===== config.mk =====
export PLATFORM = sky130hd
export DESIGN_NAME = pwr_mode_ctrl
export DESIGN_NICKNAME = d
export VERILOG_FILES = /design/src/rtl/pwr_pkg.sv /design/src/rtl/pwr_seq_timer.sv /design/src/rtl/pwr_fsm.sv /design/src/rtl/pwr_residency.sv /design/src/rtl/pwr_mode_ctrl.sv
export SDC_FILE = /design/constraint.sdc
export NUM_CORES = 1
export LEC_CHECK = 0
export ABC_AREA = 1
export BUFFER_PORTS_ARGS = -buffer_cell sky130_fd_sc_hd__buf_4
export CAP_MARGIN = 20
export CORE_ASPECT_RATIO = 0.9
export CORE_UTILIZATION = 58
export CTS_BUF_LIST = sky130_fd_sc_hd__clkbuf_4 sky130_fd_sc_hd__clkbuf_8 sky130_fd_sc_hd__clkbuf_16
export CTS_CLUSTER_DIAMETER = 150
export DETAILED_ROUTE_END_ITERATION = 10
export GPL_ROUTABILITY_DRIVEN = 1
export PLACE_DENSITY = 0.81
export SLEW_MARGIN = 20
export SYNTH_ARGS = -nofsm -noshare
export SYNTH_HDL_FRONTEND = slang
export SYNTH_SLANG_ARGS = --single-unit

===== constraint.sdc =====
create_clock -name clk -period 2.3 [get_ports clk]
set_input_delay 0.575 -clock clk [delete_from_list [all_inputs] [get_ports clk]]
set_output_delay 0.575 -clock clk [all_outputs]
set_load 0.005 [all_outputs]

===== src/rtl/pwr_pkg.sv =====
`timescale 1ns/1ps
package pwr_pkg;

  typedef enum logic [2:0] {
    ST_RUN,
    ST_IDLE,
    ST_SLEEP,
    ST_RUN2IDLE,
    ST_IDLE2RUN,
    ST_RUN2SLEEP,
    ST_SLEEP2RUN
  } pstate_t;

  localparam logic [1:0] MC_RUN   = 2'b00;
  localparam logic [1:0] MC_IDLE  = 2'b01;
  localparam logic [1:0] MC_SLEEP = 2'b10;
  localparam logic [1:0] MC_TRANS = 2'b11;

  localparam int NUM_MODES = 3;

endpackage


===== src/rtl/pwr_seq_timer.sv =====
`timescale 1ns/1ps
module pwr_seq_timer #(
  parameter int TW = 8
) (
  input  logic          clk,
  input  logic          rst_n,
  input  logic          tick,
  input  logic          load,
  input  logic [TW-1:0] load_val,
  output logic [TW-1:0] remain,
  output logic          done
);

  // Counts down one per tick; done marks the tick that consumes the last unit.
  always_ff @(posedge clk or negedge rst_n) begin
    if (!rst_n) begin
      remain <= '0;
    end else if (load) begin
      remain <= load_val;
    end else if (tick && remain != '0) begin
      remain <= remain - 1'b1;
    end
  end

  assign done = tick && (remain == TW'(1));

endmodule


===== src/rtl/pwr_fsm.sv =====
`timescale 1ns/1ps
module pwr_fsm
  import pwr_pkg::*;
#(
  parameter int TW            = 8,
  parameter int T_IDLE        = 10,
  parameter int T_ENTER_SLEEP = 90,
  parameter int T_WAKE        = 160
) (
  input  logic          clk,
  input  logic          rst_n,
  input  logic          idle_req,
  input  logic          sleep_req,
  input  logic          wake_evt,
  input  logic          done,
  output pstate_t       state,
  output logic          load,
  output logic [TW-1:0] load_val
);

  pstate_t nxt;

  always_comb begin
    nxt      = state;
    load     = 1'b0;
    load_val = '0;
    unique case (state)
      ST_RUN: begin
        if (sleep_req) begin
          nxt      = ST_RUN2SLEEP;
          load     = 1'b1;
          load_val = TW'(T_ENTER_SLEEP);
        end else if (idle_req) begin
          nxt      = ST_RUN2IDLE;
          load     = 1'b1;
          load_val = TW'(T_IDLE);
        end
      end
      ST_IDLE: begin
        if (wake_evt) begin
          nxt      = ST_IDLE2RUN;
          load     = 1'b1;
          load_val = TW'(T_IDLE);
        end
      end
      ST_SLEEP: begin
        if (wake_evt) begin
          nxt      = ST_SLEEP2RUN;
          load     = 1'b1;
          load_val = TW'(T_WAKE);
        end
      end
      ST_RUN2IDLE:  if (done) nxt = ST_IDLE;
      ST_IDLE2RUN:  if (done) nxt = ST_RUN;
      ST_RUN2SLEEP: if (done) nxt = ST_SLEEP;
      ST_SLEEP2RUN: if (done) nxt = ST_RUN;
      default:      nxt = ST_RUN;
    endcase
  end

  always_ff @(posedge clk or negedge rst_n) begin
    if (!rst_n) state <= ST_RUN;
    else        state <= nxt;
  end

endmodule


===== src/rtl/pwr_residency.sv =====
`timescale 1ns/1ps
module pwr_residency #(
  parameter int CNT_W = 32
) (
  input  logic             clk,
  input  logic             rst_n,
  input  logic             en,
  output logic [CNT_W-1:0] count
);

  always_ff @(posedge clk or negedge rst_n) begin
    if (!rst_n)                  count <= '0;
    else if (en && count != '1)  count <= count + 1'b1;
  end

endmodule


===== src/rtl/pwr_mode_ctrl.sv =====
`timescale 1ns/1ps
module pwr_mode_ctrl
  import pwr_pkg::*;
#(
  parameter int T_IDLE        = 10,
  parameter int T_ENTER_SLEEP = 90,
  parameter int T_WAKE        = 160,
  parameter int CNT_W         = 32
) (
  input  logic             clk,
  input  logic             rst_n,
  input  logic             tick,
  input  logic             idle_req,
  input  logic             sleep_req,
  input  logic             wake_evt,
  output logic             core_clk_en,
  output logic             main_pwr_en,
  output logic [1:0]       mode_code,
  output logic             busy,
  output logic [1:0]       shutdown_step,
  output logic [CNT_W-1:0] res_run,
  output logic [CNT_W-1:0] res_idle,
  output logic [CNT_W-1:0] res_sleep
);

  localparam int T_MAX01  = (T_IDLE > T_ENTER_SLEEP) ? T_IDLE : T_ENTER_SLEEP;
  localparam int T_MAX    = (T_MAX01 > T_WAKE) ? T_MAX01 : T_WAKE;
  localparam int TW       = $clog2(T_MAX + 1);
  localparam int STEP_LEN = T_ENTER_SLEEP / 3;

  pstate_t       state;
  logic          load, done;
  logic [TW-1:0] load_val, remain, elapsed;
  logic          in_r2s;

  pwr_fsm #(
    .TW(TW), .T_IDLE(T_IDLE), .T_ENTER_SLEEP(T_ENTER_SLEEP), .T_WAKE(T_WAKE)
  ) u_fsm (
    .clk(clk), .rst_n(rst_n), .idle_req(idle_req), .sleep_req(sleep_req),
    .wake_evt(wake_evt), .done(done), .state(state), .load(load),
    .load_val(load_val)
  );

  pwr_seq_timer #(.TW(TW)) u_tmr (
    .clk(clk), .rst_n(rst_n), .tick(tick), .load(load),
    .load_val(load_val), .remain(remain), .done(done)
  );

  // Shutdown step from ticks already spent in the run-to-sleep move.
  assign in_r2s  = (state == ST_RUN2SLEEP);
  assign elapsed = TW'(T_ENTER_SLEEP) - remain;

  always_comb begin
    if (!in_r2s)                              shutdown_step = 2'd0;
    else if (elapsed < TW'(STEP_LEN))         shutdown_step = 2'd1;
    else if (elapsed < TW'(2 * STEP_LEN))     shutdown_step = 2'd2;
    else                                      shutdown_step = 2'd3;
  end

  always_comb begin
    unique case (state)
      ST_RUN:   mode_code = MC_RUN;
      ST_IDLE:  mode_code = MC_IDLE;
      ST_SLEEP: mode_code = MC_SLEEP;
      default:  mode_code = MC_TRANS;
    endcase
  end

  assign busy        = (mode_code == MC_TRANS);
  assign core_clk_en = (state == ST_RUN) || (state == ST_RUN2IDLE) ||
                       (shutdown_step == 2'd1);
  assign main_pwr_en = (state != ST_SLEEP) && (shutdown_step != 2'd3);

  logic [CNT_W-1:0] res_cnt [NUM_MODES];

  for (genvar m = 0; m < NUM_MODES; m++) begin : g_res
    pwr_residency #(.CNT_W(CNT_W)) u_res (
      .clk(clk), .rst_n(rst_n),
      .en(tick && (mode_code == 2'(m))),
      .count(res_cnt[m])
    );
  end

  assign res_run   = res_cnt[0];
  assign res_idle  = res_cnt[1];
  assign res_sleep = res_cnt[2];

endmodule


Yosys cells after proc, flatten, opt, wreduce, memory -nomap -nowiden
Cells that the tools add are included.

Flip-flop bits (word level): 107. Bits in latches: 0. Memory bits (writable): 0. Memory bits (read-only): 0. Input bits: 6. Output and inout port bits: 103. Memories: 0.

Add/sub/neg operators: 5. Multipliers: 0. Div/mod/pow operators: 0. Order comparisons: 2. Eq/ne operators: 22. Shifts and indexed selects: 0. Mux-type cells: 23. Bitwise logic cells: 0. Reductions and logical operators: 18.

Operators with widths (number): 32-bit by 1-bit adder with 32-bit output, second input constant (3); 32-bit != test, second input constant (3); 8-bit two-way mux (4); 8-bit case mux with 3 select lines (1); 3-bit two-way mux (7); 3-bit case mux with 6 select lines (1); 2-bit != test, second input constant (5); 3-bit equality test, second input constant (3); 1-bit logical AND (9); 8-bit by 1-bit equality test with 1-bit output, second input constant (1); 8-bit by 5-bit < comparator with 1-bit output, second input constant (1); 8-bit by 6-bit < comparator with 1-bit output, second input constant (1); 4-bit two-way mux (2); 8-bit nonzero test (1); 7-bit by 8-bit subtractor with 8-bit output, first input constant (1); 8-bit by 1-bit subtractor with 8-bit output, second input constant (1); 3-bit by 2-bit equality test with 1-bit output, second input constant (2); 2-bit case mux with 3 select lines (1); 6-bit AND reduction (1); 2-bit by 1-bit equality test with 1-bit output, second input constant (2); 2-bit equality test, second input constant (2); 1-bit two-way mux (4); 2-bit two-way mux (2); 2-bit OR reduction (2); other kinds (9) (10).

Depth between registers and ports, before layout
Word-level depth: 7. Mapped depth: 13.

Modules after synthesis
Synthesis repeated with hierarchy kept, for this count alone.

Cells, all modules: 1218. Area, all modules: 7905.1 um^2.

Modules (own cells, without submodules): pwr_residency (instances 3, cells an instance 333, area each 2190.9 um^2, seq. area each 800.8 um^2); pwr_seq_timer (instances 1, cells an instance 90, area each 634.4 um^2, seq. area each 200.2 um^2); pwr_fsm (instances 1, cells an instance 55, area each 365.4 um^2, seq. area each 75.1 um^2); pwr_mode_ctrl (instances 1, cells an instance 74, area each 332.8 um^2, seq. area each 0.0 um^2).

Least setup slack after synthesis
Ideal clock, no wire load.

Path kind: reg-to-output. Start: register u_tmr.remain[1]. End: output port main_pwr_en. Arrival time: 1.379 ns. Slack: 0.346 ns. Cell stages (with the launch flop): 13. Buffers on the path: 0. Cells stage by stage: dfrtp_1 ha_1 inv_1 nand2_1 nand2_1 nand3_1 nand2_1 nand2_1 nor2_1 nand2_1 nand2_1 nor2_1 nor2_1.

Longest elaborated chain between the ends: 7. Elaborated cells between the ends (all ways): 8. Those cells by class: 1 x add/sub; 2 x order compare; 1 x eq/ne; 3 x mux; 1 x reduce/logical.

RTL lines: start: declaration (line pwr_seq_timer.sv:10) `output logic [TW-1:0] remain,`; start signal: assignment (line pwr_seq_timer.sv:19) `remain <= load_val;`; start signal: assignment (line pwr_seq_timer.sv:21) `remain <= remain - 1'b1;`; 7-bit by 8-bit subtractor with 8-bit output (*) (line pwr_mode_ctrl.sv:51) `assign elapsed = TW'(T_ENTER_SLEEP) - remain;`; 8-bit by 6-bit < comparator with 1-bit output (line pwr_mode_ctrl.sv:56) `else if (elapsed < TW'(2 * STEP_LEN)) shutdown_step = 2'd2;`; 1-bit two-way mux (line pwr_mode_ctrl.sv:56); 2-bit two-way mux (*) (line pwr_mode_ctrl.sv:55) `else if (elapsed < TW'(STEP_LEN)) shutdown_step = 2'd1;`; 2-bit two-way mux (*) (line pwr_mode_ctrl.sv:54) `if (!in_r2s) shutdown_step = 2'd0;`; 2-bit != test (*) (line pwr_mode_ctrl.sv:72) `assign main_pwr_en = (state != ST_SLEEP) && (shutdown_step != 2'd3);`; 1-bit logical AND (*) (line pwr_mode_ctrl.sv:72); end: declaration (line pwr_mode_ctrl.sv:17) `output logic main_pwr_en,`.

Every way passes the cells marked *; elsewhere a longest branch is shown, timed or not.

Final worst setup path
Same ends and word-level chain as after synthesis.

==> run metrics <==
Avg Cell Area, Syn=7.06 um^2; FILL cells=981; top_reg_cell synth=dfrtp_1; H-tree lvl count=3; Worst Hold Class=in2async; worst slack, placed=134 ps; Longest Clk Path Bufs=2; Post-Syn Area=7060 um^2; FMAX=0.402 GHz; Inserted Diodes=0; Final min period=2490 ps; DRC=0; max cap viols=0; largest fanout on the critical path=5; placed cells=1,253; die span in y=107 um; failing checks=setup timing; CTS tree=built; Layout area overhead=18.0%; number of buffers added on ports=108; crit path DAT=1910 ps; clk_skew=3.85 ps; WS Path Type=reg2out; crit end category=primary output; Via Count=6,742; cells along the critical path=ha_4 -> nor2_2 -> nor2_1 -> nor2_1 -> nand2_1 -> nand2_2 -> inv_2 -> nor2_1 -> nand2_1 -> nand2_1 -> nor2_1 -> nor2_1 -> buf_4; # hold bufs at CTS=0; Antenna Nets Post-Route=0; Yosys cell types=33; 1st-pass router iterations=5; layout cells sized above 1=17.6%; Slew @ Worst Pin=583 ps; WP buf/inv=2; Slew Limit Headroom=61.1%; Final Hold Viols=0; TritonCTS Sinks=107; core area=11,600 um^2; Crit path max-delay family=simple AND/OR/NAND/NOR gates; vias per cell=5.31; Iter 0 DRT Violations=522; GRT Util Overall=28.7%; Worst setup SP type=flip-flop; crit-path most repeated cell=nor2_1; DIE AREA=12,600 um^2; number of global-route vias before repair=5,990; Wirelength per Cell=13.9 um; CTS clk-pin slew, worst paths=70 ps; Starting Density=60.7%; peak supply drop=0.000665 V; Min Hold Slack=175 ps; max-slew violation count=0; Synth Warn #=0; fin crit share=108%; final setup violation count=4; final worst slack=-185 ps; I/O pin cnt=109; Final nets=1,121; final cell count without fillers=1,269; Skew-Pair Late Insertion Delay=350 ps; Synthesized Nets=1,012; Crit path largest cell delay=450 ps; number of synthesized flops with an enable pin=0; async set-reset flop share out of synthesis=100%; initial antenna violation count=0; total CTS buffers=9; post-synthesis instance total=999; Die Span X=118 um; Lkg Pwr=0.00412 uW; outcome=finished, violations left; PwrDens=822 nW/um^2; largest net degree at the start of global routing=46; root buffer cell=clkbuf_16; site row count=37; gr ovfl total=0; slowest CP cell=dfrtp_2; gpl congestion=0.932; CP required=1730 ps; #FFs+latches synth=107; total wire length=17.6 mm; register area share after synthesis=37.9%; unrepaired setup endpoints after global routing=yes; Detailed Place HPWL=13.3 mm; first-pass GRT wire length=29.1 mm
==> placed cells by master, fill, tap and decap left out, types with 2 or more instances in the layout <==
master,count
o21ai_0,22
buf_4,113
nor2_1,111
nand3_2,3
a21oi_1,11
clkbuf_16,9
nand3b_1,4
nand3_1,28
nand2_4,2
nand2_2,8
buf_12,2
o21ai_2,7
o21ai_1,14
nor2_4,4
xnor2_1,19
nor3_1,42
inv_1,77
dfrtp_1,104
xor2_1,70
nor2_2,16
clkinvlp_4,2
nand2_1,384
nor3b_1,4
dfrtp_2,3
clkinv_2,2
ha_1,6
inv_2,13
nor3_2,4
nand4_1,18
==> power by group <==
group	leakage, uW	internal [uW]	switching [uW]
Combinational	0.00253	1040	1550
Clock	0.000145	875	722
Sequential	0.00144	2200	447
Total	0.00412	4120	2720
==> cell usage after synthesis, types with 2 or more instances <==
| library cell | count | area, um^2 |
|---|---|---|
| ha_1 | 7 | 87.6 |
| nor2_4 | 4 | 45.0 |
| nor3_1 | 42 | 210 |
| nand2_1 | 388 | 1460 |
| buf_4 | 4 | 30.0 |
| nand3b_1 | 4 | 30.0 |
| dfrtp_1 | 107 | 2680 |
| xor2_1 | 70 | 613 |
| nor2_2 | 14 | 87.6 |
| nand2_2 | 5 | 31.3 |
| inv_1 | 81 | 304 |
| o21ai_0 | 23 | 115 |
| inv_2 | 9 | 33.8 |
| xnor2_1 | 19 | 166 |
| o21ai_2 | 7 | 61.3 |
| nand3_1 | 29 | 145 |
| nand3_2 | 2 | 20.0 |
| a21oi_1 | 11 | 55.1 |
| nor3b_1 | 4 | 30.0 |
| nand4_1 | 18 | 113 |
| buf_2 | 4 | 20.0 |
| nor2_1 | 113 | 424 |
| nor3_2 | 4 | 40.0 |
| o21ai_1 | 13 | 65.1 |
| buf_6 | 9 | 101 |
==> sequential cells by signal, indices dropped and copies added (netlist names) <==
signal and count:
u_tmr.remain 8, g_res.u_res.count 96, u_fsm.state 3
==> path summary, 6_finish.rpt <==
| check | slack [ps] | start | end | cells after the start |
|---|---|---|---|---|
| min in group clk | 530 | g_res[2].u_res.count[12] | g_res[2].u_res.count[12] | 1 |
| max in group asynchronous | 1500 | rst_n | u_tmr.remain[3] | 2 |
| min reg2reg | 530 | g_res[2].u_res.count[12] | g_res[2].u_res.count[12] | 1 |
| min | 180 | rst_n | g_res[0].u_res.count[26] | 1 |
| max reg2reg | 250 | g_res[1].u_res.count[0] | g_res[1].u_res.count[16] | 10 |
| max | -190 | u_tmr.remain[1] | main_pwr_en | 13 |
==> layer usage <==
layer,part of all wire (%),global-route usage [%]
met5,0,0
met4,1.2,7.05
met3,6.5,4.89
met2,47,46.6
met1,45,40.0
==> kinds of logic (layout without fill, tap and decap cells) <==
| family | after synthesis | count (layout) | share of synthesized area, % |
|---|---|---|---|
| AOI/OAI and AO/OA | 55 | 55 | 4.31 |
| xor gates and xnor gates | 89 | 89 | 11.0 |
| adders and majority gates | 7 | 7 | 1.24 |
| buffers and inverters | 108 | 222 | 7.15 |
| DFF | 107 | 107 | 38.0 |
| and+or+nand+nor | 633 | 633 | 38.3 |
==> layout make-up <==
type                    count  area, um^2  area share, %
clock inverters             6        63.8          0.766
well taps                 156         195           2.34
clock buffers              10         239           2.87
repair buffers            116         900           10.8
inverters                  90         338           4.06
multi-input cells         784        3910           47.0
flip-flops and latches    107        2680           32.2
==> repair_timing <==
action	in CTS	in global routing
gates resized for setup	14	5
endpoints found under the hold margin	0	0
pin swaps	2	4
cloned	0	0
setup endpoints to repair	4	4
buffers inserted	0	0
==> through the flow <==
stage | utilization, % | instance area [um^2] | TNS (ps) | total power [uW]
after CTS | 71.6 | 8320 | -502 | 6830
final | 71.7 | 8330 | -543 | 6840
after floorplan | - | 7060 | 0 | 4300
after detailed placement | 68.7 | 7980 | 0 | 5150
after global routing | 71.7 | 8330 | -1130 | 7310
after global placement | 68.7 | 7980 | 0 | 5090
(Power assumes the default switching activity.)
